### config.mk
export PLATFORM = sky130hd
export DESIGN_NAME = issb_sched
export DESIGN_NICKNAME = d
export VERILOG_FILES = /design/src/rtl/issb_pkg.sv /design/src/rtl/issb_busy_table.sv /design/src/rtl/issb_unit_pool.sv /design/src/rtl/issb_sched.sv
export SDC_FILE = /design/constraint.sdc
export NUM_CORES = 1
export LEC_CHECK = 0
export BUFFER_PORTS_ARGS = -buffer_cell sky130_fd_sc_hd__buf_2
export CORE_ASPECT_RATIO = 0.75
export CORE_UTILIZATION = 43
export CTS_BUF_LIST = sky130_fd_sc_hd__clkbuf_4 sky130_fd_sc_hd__clkbuf_8
export DETAILED_ROUTE_END_ITERATION = 10
export GPL_TIMING_DRIVEN = 0
export REMOVE_ABC_BUFFERS = 1
export SYNTH_ARGS = -nofsm -noshare
export SYNTH_HDL_FRONTEND = slang
export SYNTH_SLANG_ARGS = --single-unit
### constraint.sdc
create_clock -name clk -period 5.54 [get_ports clk]
set_clock_uncertainty 0.2 [all_clocks]
set_input_delay 1.385 -clock clk [delete_from_list [all_inputs] [get_ports clk]]
set_output_delay 1.385 -clock clk [all_outputs]
set_load 0.02 [all_outputs]
### src/rtl/issb_pkg.sv
package issb_pkg;

   // Width of an index able to name n items, never below one bit.
   function automatic int bits_for(input int n);
      return (n > 1) ? $clog2(n) : 1;
   endfunction

   // Units are numbered class by class.
   function automatic int class_of_unit(input int unit_idx, input int per_class);
      return unit_idx / per_class;
   endfunction

endpackage

### src/rtl/issb_busy_table.sv
module issb_busy_table
   import issb_pkg::*;
#(
   parameter int TAG_W = 4,
   parameter int NWB   = 6
) (
   input  logic               clk,
   input  logic               rst_n,
   input  logic               flush,
   input  logic               set_en,
   input  logic [TAG_W-1:0]   set_tag,
   input  logic [NWB-1:0]     wb_valid,
   input  logic [NWB*TAG_W-1:0] wb_tag,
   input  logic [TAG_W-1:0]   qa_tag,
   input  logic [TAG_W-1:0]   qb_tag,
   output logic               qa_busy,
   output logic               qb_busy
);

   localparam int NREG = 1 << TAG_W;

   if (TAG_W < 1 || TAG_W > 10) begin : g_bad_tag_w
      $error("issb_busy_table: TAG_W out of supported range");
   end
   if (NWB < 1) begin : g_bad_nwb
      $error("issb_busy_table: needs at least one writeback port");
   end

   logic [NREG-1:0] busy_q;
   logic [NREG-1:0] clr_mask;
   logic [NREG-1:0] set_mask;

   always_comb begin
      clr_mask = '0;
      for (int i = 0; i < NWB; i++) begin
         if (wb_valid[i]) clr_mask[wb_tag[i*TAG_W +: TAG_W]] = 1'b1;
      end
      set_mask = '0;
      if (set_en) set_mask[set_tag] = 1'b1;
   end

   // Writebacks clear, a fresh issue sets; the registered value is what
   // the read slot sees, so a same-cycle writeback is not bypassed.
   always_ff @(posedge clk) begin
      if (!rst_n) begin
         busy_q <= '0;
      end else if (flush) begin
         busy_q <= '0;
      end else begin
         busy_q <= (busy_q & ~clr_mask) | set_mask;
      end
   end

   assign qa_busy = busy_q[qa_tag];
   assign qb_busy = busy_q[qb_tag];

   AST_FRESH_DEST: assert property (@(posedge clk) disable iff (!rst_n)
      set_en && !flush |-> !busy_q[set_tag]);

   for (genvar i = 0; i < NWB; i++) begin : g_wb_chk
      AST_WB_PENDING: assert property (@(posedge clk) disable iff (!rst_n)
         wb_valid[i] && !flush |-> busy_q[wb_tag[i*TAG_W +: TAG_W]]);
   end

endmodule

### src/rtl/issb_unit_pool.sv
module issb_unit_pool
   import issb_pkg::*;
#(
   parameter int NUM_CLASSES     = 3,
   parameter int UNITS_PER_CLASS = 2,
   parameter bit PICK_LOW        = 1'b1
) (
   input  logic clk,
   input  logic rst_n,
   input  logic flush,
   input  logic alloc,
   input  logic [bits_for(NUM_CLASSES)-1:0] req_cls,
   output logic avail,
   output logic [bits_for(NUM_CLASSES*UNITS_PER_CLASS)-1:0] grant_unit,
   input  logic [NUM_CLASSES*UNITS_PER_CLASS-1:0] wb_valid
);

   localparam int NUNIT  = NUM_CLASSES * UNITS_PER_CLASS;
   localparam int CLS_W  = bits_for(NUM_CLASSES);
   localparam int UIDX_W = bits_for(NUNIT);

   if (NUM_CLASSES < 1 || UNITS_PER_CLASS < 1) begin : g_bad_shape
      $error("issb_unit_pool: need at least one class and one unit per class");
   end
   if (NUNIT > 256) begin : g_bad_size
      $error("issb_unit_pool: too many units");
   end

   logic [NUNIT-1:0]  occ_q;
   logic [NUNIT-1:0]  grant_mask;
   logic [NUM_CLASSES-1:0] cls_any;
   logic [UIDX_W-1:0] cls_pick [NUM_CLASSES];

   for (genvar c = 0; c < NUM_CLASSES; c++) begin : g_cls
      logic              any_l;
      logic [UIDX_W-1:0] pick_l;

      if (PICK_LOW) begin : g_low
         // Scan from the top so the lowest free unit is written last.
         always_comb begin
            any_l  = 1'b0;
            pick_l = '0;
            for (int k = UNITS_PER_CLASS - 1; k >= 0; k--) begin
               if (!occ_q[c*UNITS_PER_CLASS + k]) begin
                  any_l  = 1'b1;
                  pick_l = UIDX_W'(c*UNITS_PER_CLASS + k);
               end
            end
         end
      end else begin : g_high
         always_comb begin
            any_l  = 1'b0;
            pick_l = '0;
            for (int k = 0; k < UNITS_PER_CLASS; k++) begin
               if (!occ_q[c*UNITS_PER_CLASS + k]) begin
                  any_l  = 1'b1;
                  pick_l = UIDX_W'(c*UNITS_PER_CLASS + k);
               end
            end
         end
      end

      assign cls_any[c]  = any_l;
      assign cls_pick[c] = pick_l;
   end

   always_comb begin
      avail      = 1'b0;
      grant_unit = '0;
      for (int c = 0; c < NUM_CLASSES; c++) begin
         if (req_cls == CLS_W'(c)) begin
            avail      = cls_any[c];
            grant_unit = cls_pick[c];
         end
      end
      grant_mask = '0;
      if (alloc) grant_mask[grant_unit] = 1'b1;
   end

   always_ff @(posedge clk) begin
      if (!rst_n) begin
         occ_q <= '0;
      end else if (flush) begin
         occ_q <= '0;
      end else begin
         occ_q <= (occ_q & ~wb_valid) | grant_mask;
      end
   end

   AST_GRANT_IDLE: assert property (@(posedge clk) disable iff (!rst_n)
      alloc |-> avail && !occ_q[grant_unit]);

   AST_GRANT_CLASS: assert property (@(posedge clk) disable iff (!rst_n)
      alloc |-> (int'(grant_unit) / UNITS_PER_CLASS) == int'(req_cls));

   AST_HELD_AFTER_GRANT: assert property (@(posedge clk) disable iff (!rst_n)
      alloc && !flush |=> occ_q[$past(grant_unit)]);

   for (genvar u = 0; u < NUNIT; u++) begin : g_wb_chk
      AST_WB_HELD: assert property (@(posedge clk) disable iff (!rst_n)
         wb_valid[u] && !flush |-> occ_q[u]);
   end

endmodule

### src/rtl/issb_sched.sv
module issb_sched
   import issb_pkg::*;
#(
   parameter int TAG_W           = 4,
   parameter int NUM_CLASSES     = 3,
   parameter int UNITS_PER_CLASS = 2,
   parameter bit PICK_LOW        = 1'b1
) (
   input  logic clk,
   input  logic rst_n,
   input  logic flush,
   input  logic in_valid,
   output logic in_ready,
   input  logic [TAG_W-1:0] in_src_a,
   input  logic [TAG_W-1:0] in_src_b,
   input  logic [TAG_W-1:0] in_dst,
   input  logic [bits_for(NUM_CLASSES)-1:0] in_cls,
   output logic rd_fire,
   output logic [bits_for(NUM_CLASSES*UNITS_PER_CLASS)-1:0] rd_unit,
   output logic [TAG_W-1:0] rd_src_a,
   output logic [TAG_W-1:0] rd_src_b,
   output logic [TAG_W-1:0] rd_dst,
   input  logic [NUM_CLASSES*UNITS_PER_CLASS-1:0] wb_valid,
   input  logic [NUM_CLASSES*UNITS_PER_CLASS*TAG_W-1:0] wb_tag
);

   localparam int NUNIT  = NUM_CLASSES * UNITS_PER_CLASS;
   localparam int CLS_W  = bits_for(NUM_CLASSES);
   localparam int UIDX_W = bits_for(NUNIT);

   // Issue slot: waits for a free unit of its class.
   logic              iss_v;
   logic [TAG_W-1:0]  iss_a, iss_b, iss_d;
   logic [CLS_W-1:0]  iss_c;

   // Read slot: waits for both sources to be written.
   logic              rd_v;
   logic [TAG_W-1:0]  rd_a, rd_b, rd_d;
   logic [UIDX_W-1:0] rd_u;

   logic unit_avail;
   logic [UIDX_W-1:0] unit_grant;
   logic busy_a, busy_b;
   logic iss_go;

   assign rd_fire  = rd_v && !flush && !busy_a && !busy_b;
   assign iss_go   = iss_v && !flush && unit_avail && (!rd_v || rd_fire);
   assign in_ready = !flush && (!iss_v || iss_go);

   issb_busy_table #(
      .TAG_W (TAG_W),
      .NWB   (NUNIT)
   ) i_busy (
      .clk      (clk),
      .rst_n    (rst_n),
      .flush    (flush),
      .set_en   (iss_go),
      .set_tag  (iss_d),
      .wb_valid (wb_valid),
      .wb_tag   (wb_tag),
      .qa_tag   (rd_a),
      .qb_tag   (rd_b),
      .qa_busy  (busy_a),
      .qb_busy  (busy_b)
   );

   issb_unit_pool #(
      .NUM_CLASSES     (NUM_CLASSES),
      .UNITS_PER_CLASS (UNITS_PER_CLASS),
      .PICK_LOW        (PICK_LOW)
   ) i_units (
      .clk        (clk),
      .rst_n      (rst_n),
      .flush      (flush),
      .alloc      (iss_go),
      .req_cls    (iss_c),
      .avail      (unit_avail),
      .grant_unit (unit_grant),
      .wb_valid   (wb_valid)
   );

   always_ff @(posedge clk) begin
      if (!rst_n) begin
         iss_v <= 1'b0;
         iss_a <= '0;
         iss_b <= '0;
         iss_d <= '0;
         iss_c <= '0;
      end else if (flush) begin
         iss_v <= 1'b0;
      end else if (in_valid && in_ready) begin
         iss_v <= 1'b1;
         iss_a <= in_src_a;
         iss_b <= in_src_b;
         iss_d <= in_dst;
         iss_c <= in_cls;
      end else if (iss_go) begin
         iss_v <= 1'b0;
      end
   end

   always_ff @(posedge clk) begin
      if (!rst_n) begin
         rd_v <= 1'b0;
         rd_a <= '0;
         rd_b <= '0;
         rd_d <= '0;
         rd_u <= '0;
      end else if (flush) begin
         rd_v <= 1'b0;
      end else if (iss_go) begin
         rd_v <= 1'b1;
         rd_a <= iss_a;
         rd_b <= iss_b;
         rd_d <= iss_d;
         rd_u <= unit_grant;
      end else if (rd_fire) begin
         rd_v <= 1'b0;
      end
   end

   assign rd_unit  = rd_u;
   assign rd_src_a = rd_a;
   assign rd_src_b = rd_b;
   assign rd_dst   = rd_d;

   AST_HOLD_ORDER: assert property (@(posedge clk) disable iff (!rst_n)
      rd_v && !rd_fire && !flush |=> rd_v && $stable(rd_dst) && $stable(rd_unit));

   AST_FLUSH_QUIET: assert property (@(posedge clk) disable iff (!rst_n)
      flush |-> !in_ready && !rd_fire);

   AST_FLUSH_EMPTY: assert property (@(posedge clk) disable iff (!rst_n)
      flush |=> !rd_fire);

   AST_CLS_RANGE: assert property (@(posedge clk) disable iff (!rst_n)
      in_valid |-> int'(in_cls) < NUM_CLASSES);

   AST_NO_SELF_SRC: assert property (@(posedge clk) disable iff (!rst_n)
      in_valid |-> in_src_a != in_dst && in_src_b != in_dst);

   for (genvar u = 0; u < NUNIT; u++) begin : g_fwd_chk
      AST_NO_FORWARD: assert property (@(posedge clk) disable iff (!rst_n)
         rd_fire |-> !(wb_valid[u] && (wb_tag[u*TAG_W +: TAG_W] == rd_src_a ||
                                      wb_tag[u*TAG_W +: TAG_W] == rd_src_b)));
   end

endmodule

=== After elaboration in Yosys (flattened, before gate mapping) ===
Index checks and enable logic that the tools add are counted.

* Order comparisons: 18
* Equality and inequality tests: 2
* Mux-type cells: 50
* Bitwise gates (word level): 13
* Reductions and logical operators: 29

{| class="wikitable"
|+ Operator list
! kind !! count
|-
| $mux W16 || 7
|-
| $or A16 B16 Y16 || 6
|-
| $lt A4 B5 Y1 const B || 9
|-
| $demux W1 S4 || 7
|-
| $ge A4 B1 Y1 const B || 7
|-
| $mux W1 || 26
|-
| $and A16 B16 Y16 || 1
|-
| $logic_and A1 B1 Y1 || 16
|-
| $not A16 Y16 || 1
|-
| $mux W3 || 3
|-
| $bmux W1 S4 || 2
|-
| $and A6 B6 Y6 || 1
|-
| $mux W2 || 3
|-
| $mux W6 || 1
|-
| $not A6 Y6 || 1
|-
| $or A6 B6 Y6 || 1
|-
| $logic_not A1 Y1 || 5
|-
| $lt A3 B4 Y1 const B || 1
|-
| $reduce_and A2 Y1 || 2
|-
| $reduce_bool A2 Y1 || 2
|-
| $demux W1 S3 || 1
|-
| $ge A3 B1 Y1 const B || 1
|-
| $eq A2 B1 Y1 const B || 1
|-
| $eq A2 B2 Y1 const B || 1
|-
| 4 further kinds || 6
|}

* Register bits: 53
* Bits of input ports: 48
* Output and inout port bits: 17
* Word-level logic and storage cells: 124

=== Longest topological paths before layout ===
Gate-level depths: netlist of run 1.

* Word-level depth: 18
* Depth in mapped cells: 7

=== By module ===
A second synthesis of run 1 with hierarchy kept.

* Cell total of the unflattened synthesis: 393
* Area, all modules: 3,355.7 µm²

{| class="wikitable"
|+ Modules (own cells, without submodules)
! module !! instances !! cells each !! area each (µm²)
|-
| issb_busy_table || 1 || 210 || 1,706.6
|-
| issb_sched || 1 || 145 || 1,297.5
|-
| issb_unit_pool || 1 || 38 || 351.6
|}

=== Least setup slack after synthesis of run 1 ===
No wires, ideal clock.

* Path type: input to output
* Start point: in flush
* End point: out in_ready
* Data arrival time: 2,418 ps
* Required time: 3,955 ps
* Slack: 1,537 ps
* Stages: 5
* Cell sequence: inv_1 > nand2_1 > a221oi_4 > and2_1 > a22o_1

* Word-level cells in the longest chain between the ends: 8
* Elaborated cells on any way between the ends: 10

{| class="wikitable"
|+ RTL lines
! element !! RTL line !! text
|-
| start, declared || issb_sched.sv:11 || <nowiki>input logic flush,</nowiki>
|-
| $logic_not A1 Y1 || issb_sched.sv:46 || <nowiki>assign rd_fire = rd_v && !flush && !busy_a && !busy_b;</nowiki>
|-
| $logic_and A1 B1 Y1 (3 in a row) || issb_sched.sv:46 ||
|-
| net rd_fire || issb_sched.sv:18 || <nowiki>output logic rd_fire,</nowiki>
|-
| $logic_or A1 B1 Y1 || issb_sched.sv:47 || <nowiki>assign iss_go = iss_v && !flush && unit_avail && (!rd_v || rd_fire);</nowiki>
|-
| $logic_and A1 B1 Y1 || issb_sched.sv:47 ||
|-
| $logic_or A1 B1 Y1 || issb_sched.sv:48 || <nowiki>assign in_ready = !flush && (!iss_v || iss_go);</nowiki>
|-
| $logic_and A1 B1 Y1 || issb_sched.sv:48 ||
|-
| end, declared || issb_sched.sv:13 || <nowiki>output logic in_ready,</nowiki>
|}

The timed path passes the listed nets, and every way through them passes these cells.

=== Worst setup path after layout of run 1 ===
* Start point: reg rd_a[0], in the netlist rd_src_a[0]
* End point: out in_ready

* Word-level cells in the longest chain between the ends: 9

{| class="wikitable"
|+ RTL lines
! element !! RTL line !! text
|-
| start, declared || issb_sched.sv:38 || <nowiki>logic [TAG_W-1:0] rd_a, rd_b, rd_d;</nowiki>
|-
| start signal, assigned || issb_sched.sv:113 || <nowiki>rd_a <= iss_a;</nowiki>
|-
| $bmux W1 S4 || issb_busy_table.sv:54 || <nowiki>assign qa_busy = busy_q[qa_tag];</nowiki>
|-
| $mux W1 (implied by the code) || issb_busy_table.sv:54 ||
|-
| $logic_not A1 Y1 || issb_sched.sv:46 ||
|-
| $logic_and A1 B1 Y1 (2 in a row) || issb_sched.sv:46 ||
|-
| $logic_or A1 B1 Y1 || issb_sched.sv:47 ||
|-
| $logic_and A1 B1 Y1 || issb_sched.sv:47 ||
|-
| $logic_or A1 B1 Y1 || issb_sched.sv:48 ||
|-
| $logic_and A1 B1 Y1 || issb_sched.sv:48 ||
|}

No other way between the ends. The select of a mux whose other input is x is not followed.

==> reports/metrics.yaml, run 1 <==
switching_share: 0.275
crit_required_ps: 3950
hold_start: "rd_unit[1]"
fp-row-count: 27
clock_sinks: 53
initial_core_util: 0.452
cts_setup_buffers: 0
crit_type: "register to output pin"
grt_max_degree: 49
ir_worst_vdd_mv: 0.104
fmax_ghz: 0.239
hold_class: "register to register"
final_layout_size_suffix_gt1_frac: 0.204
dr.pass1.iters: 5
grtUsageTotal: 0.261
cap_violations: 0
finalCritPeriodShare: 0.755
viasPerCell: 6.05
cts-buffers-inserted: 5
grt_overflow: 0
syn2layout_area_growth_pct: 15.3
setup_violations: 0
ys_warn_count: 0
synth_top_area_frac: 0.316
hpwl_um: 8140
p_comb_frac: 0.151
setup_ws_ps: 1360
place_congestion: 0.957
routed_wl_um: 10500
critPathArrivalTime_ps: 2600
timing.rr.start: "rd_src_a[0]"
chipHeight_um: 78.5
clk_pin_slew_ps: 90
rsz0062_at_grt: "false"
dp_slack_ps: 1410
status: "completed"
synth.area.top_cells: "dfxtp_1 (32%), mux2i_1 (9.2%), nand2_1 (8.1%)"
synth-seq-cells: 53
synthCells: 397
routedWlPerCell_um: 19.0
crit_start: "rd_src_a[0]"
ant_nets: 0
startpoint_type: "register"
relSlewSlack: 0.124
cts-root-buf: "clkbuf_8"
clock_path_buffers: 2
async_flop_share: 0
core_region_area_mm2: 0.00743
htreeDepth: 2
p_int_w: 0.000571
dr_total_vias: 3344
ios: 65
setup-tns-final_ps: 0
grt_pass1_wl_um: 16400
cts_resized: 0
p_clk_frac: 0.347
die_area_mm2: 0.00816
syn_area_per_cell_um2: 8.45
slew_violations: 0
grt_pass1_vias: 3077
hold_viol: 0
p_leak_nw: 1.54
post_synth_instance_area_mm2: 0.00336
synth-seq-area-share: 0.316
end_kind: "output pin"
antenna_found_initial: 0
drc_errors: 0
yosys.area.top_type: "dfxtp_1"
cts_tree: "built"
p_switching_w: 0.000216
finalCriticalPeriod_ps: 4180
synth_cell_types: 49
ys.flop_type: "dfxtp_1"
port_buffers: 64
cts-hold-fix-buffers: 0
diodes: 0
final_nets: 499
worst_pin_slew_ps: 1310
dieWidth_um: 104
pwr_density_cell_mw_per_mm2: 203
synth_edf_count: 0
first_iter_violations: 268
insertion_delay_ps: 310
crit_fanout: 7
seqPwrFrac: 0.502
-- final cells by class --
type                            instances  area (µm²)
Fill cell                             757        3560
Clock inverter                          2        38.8
Sequential cell                        53        1060
Multi-Input combinational cell        313        2170
Tap cell                              101         126
Clock buffer                            6        76.3
Inverter                               13        48.8
Timing Repair Buffer                   65         348
-- stage by stage --
step | cells | cell area, µm² | total power [W] | hold WS [ps] | utilization
after floorplan | 379 | 3280 | 0.000460 | 243 | -
after global placement | 544 | 3720 | 0.000517 | 241 | 0.501
after detailed placement | 545 | 3750 | 0.000520 | 254 | 0.505
after CTS | 553 | 3870 | 0.000793 | 268 | 0.521
after global routing | 553 | 3870 | 0.000819 | 290 | 0.521
final | 553 | 3870 | 0.000787 | 265 | 0.521
-- synth_stat cells, drive strengths merged, types with 3 or more instances --
cell type	n
a211oi	7
a21oi	6
a221oi	8
a22oi	7
a311oi	5
a31oi	3
a32oi	7
and3	3
and3b	4
buf	6
clkbuf	12
dfxtp	53
inv	13
mux2	3
mux2i	32
mux4	7
nand2	72
nand2b	13
nand3	22
nand3b	7
nor2	21
nor2b	16
nor3	7
nor3b	4
o211ai	9
o22ai	4
o311ai	5
o31ai	8
o32ai	4
o41ai	9
or3	3
-- flip-flops by register name, summed over array words and instances, names as in the netlist, 4 cells and up --
register / count
rd_src_a: 4
i_busy.busy_q: 16
iss_a: 4
rd_dst: 4
rd_src_b: 4
i_units.occ_q: 6
iss_d: 4
iss_b: 4
-- cell usage in the layout (no fill, tap or decap), types with 3 or more instances in the layout --
master,Yosys,final
o32ai_1,4,4
mux4_2,7,7
o211ai_1,9,9
a21oi_1,6,6
buf_2,3,64
nor3b_1,4,4
a211oi_1,7,7
a32oi_1,6,6
or3_1,3,3
nor3_1,7,7
mux2i_1,31,31
and3b_1,4,4
clkbuf_8,0,5
and3_1,3,3
o31ai_1,8,8
a22oi_1,7,7
mux2_2,3,3
dfxtp_1,53,53
o22ai_1,4,4
a221oi_1,7,7
a311oi_1,5,5
nand2_1,72,72
nor2_1,21,21
o41ai_1,7,7
inv_1,13,13
nand3b_1,7,7
o311ai_0,5,5
nor2b_1,16,15
nand2b_1,13,13
nand3_1,22,22
-- power by group through the flow --
| stage | Sequential, W | Clock [W] | Combinational, W |
|---|---|---|---|
| 6_report | 0.000395 | 0.000273 | 0.000119 |
| 2_1_floorplan | 0.000402 | 0 | 0.0000577 |
| 5_1_grt | 0.000396 | 0.000294 | 0.000129 |
| 3_5_place_dp | 0.000403 | 0 | 0.000117 |
| 4_1_cts | 0.000395 | 0.000281 | 0.000117 |
| 3_3_place_gp | 0.000403 | 0 | 0.000114 |
-- worst max-delay path, cell delays in order (launching register included) --
cell and delay, ps:
dfxtp_1 540, mux4_2 550, or2_1 260, a221oi_4 450, and2_1 210, a22o_1 130
buf_2 160
-- cell families (layout without fill, tap and decap cells) --
group,Yosys count,after routing,synth area share
compound gates,90,90,0.226
buf+inv,31,86,0.0380
flops,53,53,0.316
mux,42,42,0.154
simple gates,181,181,0.267
-- per-layer routing --
layer  wire length, µm  part of all wire  GRT usage
met1              5160              0.49      0.376
met5                 0                 0          0
met4               187             0.018     0.0629
met2              4350              0.41      0.394
met3               789             0.075     0.0581
-- path summary, 6_finish.rpt --
| check | to | slack (ps) | cells past startpoint |
|---|---|---|---|
| min | rd_unit[1] | 270 | 2 |
| min reg2reg | rd_unit[1] | 270 | 2 |
| max reg2reg | i_busy.busy_q[15] | 2360 | 5 |
| max | in_ready | 1360 | 6 |
(Power assumes the default switching activity.)
==> run 2, diff against run 1 <==
- PLACE_DENSITY: default -> 0.67
- clock period: 5.54 -> 3.4 ns (I/O delays scaled with it)
==> reports/metrics.yaml, run 2 (synthesis gave the netlist of run 1 again) <==
cts-buffers-inserted: 5
r2r_setup_slack_ps: 260
crit_chain: "mux4_2 -> or2_1 -> a221oi_4 -> and2_4 -> a22o_1 -> buf_4"
crit_buf_inv: 1
final_layout_size_suffix_gt1_frac: 0.217
crit_end: "in_ready"
first_iter_violations: 444
critPathArrivalTime_ps: 2270
syn2layout_area_growth_pct: 16.4
port_buffers: 64
htreeDepth: 2
final_nets: 503
crit_type: "register to output pin"
placed_area_mm2: 0.00374
grt_pass1_vias: 3149
insertion_delay_ps: 300
ant_nets: 0
end_kind: "output pin"
finalCriticalPeriod_ps: 3320
antenna_found_initial: 0
status: "completed"
hpwl_um: 7950
grt_pass1_wl_um: 16400
routed_wl_um: 10200
dr.pass1.iters: 5
core_region_area_mm2: 0.00743
regMostFlops: "i_busy.busy_q"
routedWlPerCell_um: 18.4
crit_required_ps: 2350
final_area_mm2: 0.00391
clock_sinks: 53
startpoint_type: "register"
ir_worst_vdd_mv: 0.235
chipHeight_um: 78.5
final_cell_mix: "nand2_1 (72), buf_2 (63), dfxtp_1 (51)"
viasPerCell: 6.08
initial_core_util: 0.452
dp_slack_ps: 51.6
final_common_cell: "nand2_1"
cts_tree: "built"
largest_reg_flops: 16
cap_violations: 0
critical_path_depth: 6
hold_class: "register to register"
reg.largest.list: "i_busy.busy_q: 16 flops, i_units.occ_q: 6 flops"
cts-root-buf: "clkbuf_8"
finalCritPeriodShare: 0.976
worst_pin_slew_ps: 1250
pwr_density_cell_mw_per_mm2: 325
die_area_mm2: 0.00816
multi_input_area_mm2: 0.00218
relSlewSlack: 0.164
setup_violations: 0
ios: 65
fmax_ghz: 0.301
ff2ff_path_depth: 5
grtUsageTotal: 0.257
drc_errors: 0
fill_cells: 743
cp_top_family: "multiplexers"
cpPeakStageDelay_ps: 520
clock_path_buffers: 2
regArea_mm2: 0.00107
clk_pin_slew_ps: 90
grt_overflow: 0
p_leak_nw: 1.56
power.total_w: 0.00127
place_congestion: 0.942
hold_viol: 0
crit_start: "rd_src_a[0]"
dieWidth_um: 104
timing.rr.start: "iss_c[1]"
fp-row-count: 27
setup_ws_ps: 81.6
r2r_end: "i_units.occ_q[3]"
slowest_stage: "mux4_2"
diodes: 0
slew_violations: 0
grt_max_degree: 49
dr_total_vias: 3386
crit_fanout: 7
run 2: cell count changes in the layout (fill, tap and decap cells not counted):
cell,before,now
buf_4,0,5
dfxtp_1,53,51
dfxtp_4,0,2
and2_1,2,1
and2_4,0,1
buf_16,1,0
buf_2,64,63
buf_8,0,1
mux2i_2,1,0
mux2i_4,0,1
run 2: timing repair:
item                                   4_1_cts  5_1_grt
hold buffers                                 0        0
endpoints found under the hold margin        0        0
buffers inserted                             1        3
cloned                                       0        0
resized for setup                            5        2
setup endpoints to repair                    2        1
pin swaps                                    1        1
run 2: layout make-up:
cell class,count,share of cell area
Timing Repair Buffer,69,0.0941
Multi-Input combinational cell,313,0.558
Clock buffer,6,0.0195
Clock inverter,2,0.00993
Inverter,13,0.0125
Tap cell,101,0.0323
Sequential cell,53,0.273
run 2: worst min path at each step:
stage,from,endpoint,slack (ps),cells past startpoint
2_1_floorplan,iss_a[0],rd_src_a[0],240,2
3_5_place_dp,rd_dst[0],rd_dst[0],250,2
4_1_cts,rd_dst[0],rd_dst[0],270,2
5_1_grt,rd_dst[0],rd_dst[0],280,2
3_3_place_gp,rd_unit[2],rd_unit[2],240,2
6_report,rd_dst[0],rd_dst[0],270,2
run 2: layer usage:
layer	global-route usage	part of all wire	vias to the layer above
met1	0.373	0.47	1560
met2	0.378	0.42	182
met3	0.0523	0.086	21
met5	0	0	-
met4	0.0857	0.023	0
li1	-	-	1623
run 2: power by group:
group | total (W) | internal [W] | switching (W)
Sequential | 0.000642 | 0.000630 | 0.0000116
Clock | 0.000435 | 0.000229 | 0.000206
Combinational | 0.000193 | 0.0000684 | 0.000124
run 2: tightest hold or removal path: stages (launching register included):
cell     delay, ps
dfxtp_1        320
nand2_1         50
mux2i_1         60
run 2: per-stage QoR:
| step | cells | util | TNS, ps | hold slack, ps |
|---|---|---|---|---|
| 2_1_floorplan | 379 | - | -9.82 | 243 |
| 6_report | 557 | 0.526 | 0 | 265 |
| 3_3_place_gp | 544 | 0.501 | -10780 | 243 |
| 5_1_grt | 557 | 0.526 | -8.39 | 280 |
| 4_1_cts | 554 | 0.522 | 0 | 268 |
| 3_5_place_dp | 545 | 0.503 | 0 | 253 |
